[config.mk]
export PLATFORM = sky130hd
export DESIGN_NAME = pci_pwr_ctl
export DESIGN_NICKNAME = d
export VERILOG_FILES = /design/src/rtl/pci_pwr_pkg.sv /design/src/rtl/pwr_state_fsm.sv /design/src/rtl/wake_qualifier.sv /design/src/rtl/pme_status_reg.sv /design/src/rtl/pci_pwr_ctl.sv
export SDC_FILE = /design/constraint.sdc
export NUM_CORES = 1
export LEC_CHECK = 0
export CELL_PAD_IN_SITES_DETAIL_PLACEMENT = 1
export CELL_PAD_IN_SITES_GLOBAL_PLACEMENT = 1
export CORE_MARGIN = 2
export CORE_UTILIZATION = 29
export CTS_CLUSTER_SIZE = 12
export DETAILED_ROUTE_END_ITERATION = 16
export HOLD_SLACK_MARGIN = 0.08
export PLACE_DENSITY = 0.76
export SLEW_MARGIN = 20
export SYNTH_ARGS = -nofsm -noshare
export SYNTH_HDL_FRONTEND = slang
export SYNTH_SLANG_ARGS = --single-unit
export TNS_END_PERCENT = 20
[constraint.sdc]
create_clock -name clk -period 2.6 [get_ports clk]
set_input_delay 0.65 -clock clk [delete_from_list [all_inputs] [get_ports clk]]
set_output_delay 0.65 -clock clk [all_outputs]
set_load 0.05 [all_outputs]
[src/rtl/pci_pwr_pkg.sv]
package pci_pwr_pkg;

   typedef enum logic [2:0] {
      PS_D0U   = 3'd0,
      PS_D0A   = 3'd1,
      PS_D1    = 3'd2,
      PS_D2    = 3'd3,
      PS_D3HOT = 3'd4,
      PS_D3COLD= 3'd5
   } pwr_state_e;

   localparam int unsigned PS_FIELD_W = 2;

   localparam logic [PS_FIELD_W-1:0] FLD_D0   = 2'b00;
   localparam logic [PS_FIELD_W-1:0] FLD_D1   = 2'b01;
   localparam logic [PS_FIELD_W-1:0] FLD_D2   = 2'b10;
   localparam logic [PS_FIELD_W-1:0] FLD_D3   = 2'b11;

   function automatic logic in_full_power(input pwr_state_e s);
      return (s == PS_D0U) || (s == PS_D0A);
   endfunction

endpackage

[src/rtl/pwr_state_fsm.sv]
module pwr_state_fsm
   import pci_pwr_pkg::*;
#(
   parameter int unsigned NUM_BARS = 3
) (
   input  logic                  clk,
   input  logic                  rst_n,
   input  logic                  main_lost,
   input  logic                  ps_wr,
   input  logic [PS_FIELD_W-1:0] ps_val,
   input  logic [NUM_BARS-1:0]   bar_wr,
   output pwr_state_e            state_o
);

   generate
      if (NUM_BARS < 1 || NUM_BARS > 6) begin : g_bad_bars
         $error("pwr_state_fsm: NUM_BARS must be 1..6");
      end
   endgenerate

   pwr_state_e state_q, state_d;
   logic       bar_seen_q, bar_seen_d;
   logic       any_bar;

   assign any_bar = |bar_wr;

   always_comb begin
      state_d    = state_q;
      bar_seen_d = bar_seen_q;
      if (main_lost) begin
         state_d = PS_D3COLD;
      end else if (state_q != PS_D3COLD) begin
         if (any_bar) bar_seen_d = 1'b1;
         if (ps_wr) begin
            unique case (ps_val)
               FLD_D0: begin
                  if (state_q == PS_D3HOT) begin
                     bar_seen_d = 1'b0;
                     state_d    = PS_D0U;
                  end else begin
                     state_d = bar_seen_d ? PS_D0A : PS_D0U;
                  end
               end
               FLD_D1:  state_d = PS_D1;
               FLD_D2:  state_d = PS_D2;
               default: state_d = PS_D3HOT;
            endcase
         end else if (state_q == PS_D0U && any_bar) begin
            state_d = PS_D0A;
         end
      end
   end

   always_ff @(posedge clk or negedge rst_n) begin
      if (!rst_n) begin
         state_q    <= PS_D0U;
         bar_seen_q <= 1'b0;
      end else begin
         state_q    <= state_d;
         bar_seen_q <= bar_seen_d;
      end
   end

   assign state_o = state_q;

   AST_RESET_D0U: assert property (@(posedge clk) !rst_n |=> state_q == PS_D0U);
   AST_BAR_ACTIVATES: assert property (@(posedge clk) disable iff (!rst_n)
      (state_q == PS_D0U && any_bar && !ps_wr && !main_lost) |=> state_q == PS_D0A);
   AST_D3HOT_EXIT_D0U: assert property (@(posedge clk) disable iff (!rst_n)
      (state_q == PS_D3HOT && ps_wr && ps_val == FLD_D0 && !main_lost) |=> state_q == PS_D0U);
   AST_LOSS_TO_COLD: assert property (@(posedge clk) disable iff (!rst_n)
      main_lost |=> state_q == PS_D3COLD);
   AST_COLD_STICKY: assert property (@(posedge clk) disable iff (!rst_n)
      state_q == PS_D3COLD |=> state_q == PS_D3COLD);

endmodule

[src/rtl/wake_qualifier.sv]
module wake_qualifier
   import pci_pwr_pkg::*;
#(
   parameter bit PKT_WAKE_IN_D0A = 1'b1
) (
   input  pwr_state_e state,
   input  logic       aux_pwr,
   input  logic       link_chg,
   input  logic       wake_pkt,
   output logic       wake_hit
);

   logic link_ok;
   logic pkt_state_ok;
   logic pkt_ok;

   assign link_ok = link_chg && (state == PS_D0A);

   generate
      if (PKT_WAKE_IN_D0A) begin : g_pkt_all
         assign pkt_state_ok = 1'b1;
      end else begin : g_pkt_no_d0a
         assign pkt_state_ok = (state != PS_D0A);
      end
   endgenerate

   assign pkt_ok   = wake_pkt && pkt_state_ok && ((state != PS_D3COLD) || aux_pwr);
   assign wake_hit = link_ok || pkt_ok;

   always_comb begin
      AST_COLD_NEEDS_AUX: assert (!(state == PS_D3COLD && !aux_pwr && wake_hit));
   end

endmodule

[src/rtl/pme_status_reg.sv]
module pme_status_reg (
   input  logic clk,
   input  logic rst_n,
   input  logic cfg_live,
   input  logic en_wr,
   input  logic en_val,
   input  logic sts_clr,
   input  logic wake_hit,
   input  logic out_live,
   output logic sts_o,
   output logic pme_n
);

   logic en_q, sts_q;

   always_ff @(posedge clk or negedge rst_n) begin
      if (!rst_n) begin
         en_q  <= 1'b0;
         sts_q <= 1'b0;
      end else begin
         if (cfg_live && en_wr) en_q <= en_val;
         if (en_q && wake_hit)
            sts_q <= 1'b1;
         else if (cfg_live && sts_clr)
            sts_q <= 1'b0;
      end
   end

   assign sts_o = sts_q;
   assign pme_n = ~(sts_q & en_q & out_live);

   AST_NO_PME_WO_EN: assert property (@(posedge clk) disable iff (!rst_n)
      !en_q |-> pme_n);
   AST_DROP_WO_EN: assert property (@(posedge clk) disable iff (!rst_n)
      (!en_q && !sts_q) |=> !sts_q);
   AST_STATUS_HOLDS: assert property (@(posedge clk) disable iff (!rst_n)
      (sts_q && !(cfg_live && sts_clr)) |=> sts_q);

endmodule

[src/rtl/pci_pwr_ctl.sv]
module pci_pwr_ctl
   import pci_pwr_pkg::*;
#(
   parameter int unsigned NUM_BARS        = 3,
   parameter bit          PKT_WAKE_IN_D0A = 1'b1
) (
   input  logic                  clk,
   input  logic                  rst_n,
   input  logic                  main_pwr_lost,
   input  logic                  aux_pwr,
   input  logic                  ps_wr,
   input  logic [1:0]            ps_val,
   input  logic [NUM_BARS-1:0]   bar_wr,
   input  logic                  pme_en_wr,
   input  logic                  pme_en_val,
   input  logic                  pme_sts_clr,
   input  logic                  link_chg,
   input  logic                  wake_pkt,
   output logic [2:0]            pwr_state,
   output logic                  tgt_permit,
   output logic                  pme_n
);

   pwr_state_e state;
   logic       wake_hit;
   logic       sts;
   logic       cfg_live;
   logic       out_live;

   pwr_state_fsm #(.NUM_BARS(NUM_BARS)) u_fsm (
      .clk       (clk),
      .rst_n     (rst_n),
      .main_lost (main_pwr_lost),
      .ps_wr     (ps_wr),
      .ps_val    (ps_val),
      .bar_wr    (bar_wr),
      .state_o   (state)
   );

   wake_qualifier #(.PKT_WAKE_IN_D0A(PKT_WAKE_IN_D0A)) u_wake (
      .state    (state),
      .aux_pwr  (aux_pwr),
      .link_chg (link_chg),
      .wake_pkt (wake_pkt),
      .wake_hit (wake_hit)
   );

   assign cfg_live = (state != PS_D3COLD);
   assign out_live = cfg_live || aux_pwr;

   pme_status_reg u_pme (
      .clk      (clk),
      .rst_n    (rst_n),
      .cfg_live (cfg_live),
      .en_wr    (pme_en_wr),
      .en_val   (pme_en_val),
      .sts_clr  (pme_sts_clr),
      .wake_hit (wake_hit),
      .out_live (out_live),
      .sts_o    (sts),
      .pme_n    (pme_n)
   );

   assign pwr_state  = state;
   assign tgt_permit = in_full_power(state);

   AST_COLD_NO_AUX: assert property (@(posedge clk) disable iff (!rst_n)
      (pwr_state == 3'd5 && !aux_pwr) |-> pme_n);
   AST_LINK_ONLY_D0A: assert property (@(posedge clk) disable iff (!rst_n)
      (link_chg && !wake_pkt && pwr_state != 3'd1 && !sts) |=> !sts);

endmodule

==> flow_metrics.py <==
metrics = {
    "clock_network": {
        "cts_max_path_buffers": 2,
        "hold_buffers": 0,
        "clk_latency_ns": 0.24,
        "clock-sinks": 6,
        "clk_pin_slew_ns": 0.04,
        "root_buffer": "clkbuf_4",
        "cts_tree": "done",
        "numCtsBuffers": 3,
        "post_cts_buffers": 0,
        "cts.htree.levels": 1,
        "cts.repair.resized": 0,
    },
    "logic_synthesis": {
        "yosysTopAreaCell": "dfrtp_1",
        "yosysWarnings": 0,
        "synth_area_sq_um": 424,
        "yosys.area.top_type_share_pct": 35.4,
        "synthTopCellsByArea": "dfrtp_1 (35%), ha_1 (5.9%), nand3b_4 (4.7%)",
        "synth-seq-cells": 6,
        "syn_inst": 44,
        "seq_area_frac_synth_pct": 35.4,
        "syn_avg_cell_area_sq_um": 9.64,
        "yosysUniqueCellTypes": 24,
        "syn_nets": 61,
    },
    "sta": {
        "fin_crit_sh_pct": 89.6,
        "min_period_ns": 2.33,
        "setup_ws_ns": 0.270,
        "setup_violations": 0,
        "hold_violations": 0,
        "whs_ns": 0.514,
        "worst_pin_slew_ns": 0.499,
        "setup_tns_ns": 0,
        "finClkSkew_ns": 0.00474,
        "maxSlewHeadroom_pct": 66.6,
        "drv_slew": 0,
        "max_freq_mhz": 429,
        "rsz0062_at_grt": "false",
    },
    "layout": {
        "layout-drive-gt1-share_pct": 13.4,
        "regArea_sq_um": 150,
        "final_cells": 82,
        "nFillCells": 164,
        "layout.nets": 86,
        "multi_input_area_sq_um": 251,
        "utilization_pct": 50.5,
        "areaGrowthSynthToFinish_pct": 58.7,
        "diodes": 0,
    },
    "critical_path": {
        "cpMaxStageDelayCell": "clkdlybuf4s50_1",
        "crit_chain": "nor2_1 > clkdlybuf4s50_1",
        "endpoint_kind": "output pin",
        "path_class": "reg2out",
        "path_max_fanout": 9,
        "startpoint_type": "flip-flop",
        "cp.arrival_ns": 1.68,
        "required_ns": 1.95,
        "critical-path-max-stage-delay_ns": 0.80,
    },
    "global_routing": {
        "grt_overflow": 0,
        "grt_first_pass_wirelength_um": 1970,
        "antenna_found_initial": 0,
        "grt_pass1_vias": 441,
        "grt_usage_pct": 14.5,
        "grt_max_degree": 10,
    },
    "pwr": {
        "power_density_nw_per_um2": 591,
        "ir_worst_vdd_mv": 0.409,
        "leakage_nw": 0.287,
    },
    "die": {
        "dieWidth_um": 42.2,
        "die-area_sq_um": 1780,
        "core_area_sq_um": 1330,
        "fp-row-count": 13,
        "pin_count": 20,
        "die_h_um": 42.2,
        "initial_core_util_pct": 31.8,
    },
    "route": {
        "vias": 410,
        "dr.pass1.iters": 2,
        "routed_wl_um": 1130,
        "vias_per_cell": 5.00,
        "ant_nets": 0,
        "avgRoutedWirePerCell_um": 13.7,
        "drc": 0,
        "drtIter0Drc": 3,
    },
    "placement": {
        "post-place-ws_ns": 0.403,
        "dp_hpwl_um": 922,
        "io_buffer_count": 19,
        "place.gp.congestion": 0.718,
        "dp.cells": 79,
    },
    "worst_hold_path": {
        "hold_path_class": "reg2reg",
    },
    "flow_run": {
        "drv_cap": 0,
    },
    "run_status": {
        "status": "finished clean",
    },
}
-- per-layer routing --
metal	track usage, %	part of all wire [%]	up-vias
met5	0	0	-
met4	3.75	0	0
met3	5.17	5.6	0
met2	21.5	45	13
met1	19.9	49	188
li1	-	-	209
-- cell families (layout without fill, tap and decap cells) --
| family | count (synthesis) | after routing | share of synthesized area (%) |
|---|---|---|---|
| and+or+nand+nor | 16 | 16 | 25.7 |
| AOI/OAI and AO/OA | 12 | 12 | 22.7 |
| DFF | 6 | 6 | 35.4 |
| buffers and inverters | 6 | 29 | 5.31 |
| adders and majority gates | 2 | 2 | 5.90 |
| muxes | 2 | 2 | 5.01 |
-- layout make-up --
| class | instances | share of cell area [%] |
|---|---|---|
| multi-input combinational | 32 | 37.4 |
| timing repair buffer | 20 | 30.9 |
| sequential | 6 | 22.3 |
| clock buffer | 3 | 3.35 |
| inverter | 6 | 3.35 |
| tap | 15 | 2.79 |
-- synthesized netlist by cell type --
library cell / n
nor3_1: 2
nand2b_1: 2
a32o_1: 1
nor3b_1: 2
a31o_1: 2
o21ai_1: 2
nor2b_1: 3
a21oi_1: 2
nor2_1: 1
dfrtp_1: 6
o211ai_1: 1
mux2i_1: 1
a221o_1: 1
mux2_1: 1
nand3b_4: 1
a31oi_1: 1
inv_1: 5
o311a_1: 1
inv_2: 1
nor4_1: 1
ha_1: 2
or3_4: 1
a221oi_2: 1
nand2_1: 3
-- path summary, 6_finish.rpt --
path,start,end,slack (ns),depth (start not counted)
setup / recovery,u_fsm.state_o[2],tgt_permit,0.27,2
hold / removal,u_pme.sts_o,u_pme.sts_o,0.51,1
setup reg to reg,u_fsm.state_o[1],u_fsm.state_o[0],1.26,3
hold reg to reg,u_pme.sts_o,u_pme.sts_o,0.51,1
max in group asynchronous,rst_n,u_fsm.state_o[0],1.75,1
min in group asynchronous,rst_n,u_pme.sts_o,0.64,1
-- power breakdown --
| part | internal (W) | switching (W) | total (W) |
|---|---|---|---|
| sequential | 0.000119 | 0.0000228 | 0.000141 |
| clock | 0.0000520 | 0.0000304 | 0.0000823 |
| combinational | 0.0000881 | 0.0000860 | 0.000174 |
| total | 0.000259 | 0.000139 | 0.000398 |
-- through the flow --
stage	cell area, sq um	total power, W
after floorplan	424	0.000236
after global placement	651	0.000314
after detailed placement	651	0.000318
after CTS	673	0.000405
after global routing	673	0.000426
final	673	0.000398
-- placed cells by master (no fill, tap or decap), types with 3 or more instances in the layout --
cell	n
clkbuf_4	3
clkdlybuf4s50_1	18
nand2_1	3
nor2b_1	3
dfrtp_1	6
inv_1	5
-- sequential cells by signal, indices dropped and copies added, names as in the netlist --
signal	count
u_pme.en_q	1
u_fsm.bar_seen_q	1
u_pme.sts_o	1
u_fsm.state_o	3
-- critical path: cells and delay by family, from the launching register on --
family | cells | cell delay (ns)
buffers and inverters | 1 | 0.80
flip-flops | 1 | 0.49
AND/OR/NAND/NOR | 1 | 0.14
Power figures use the tool's default switching activity.
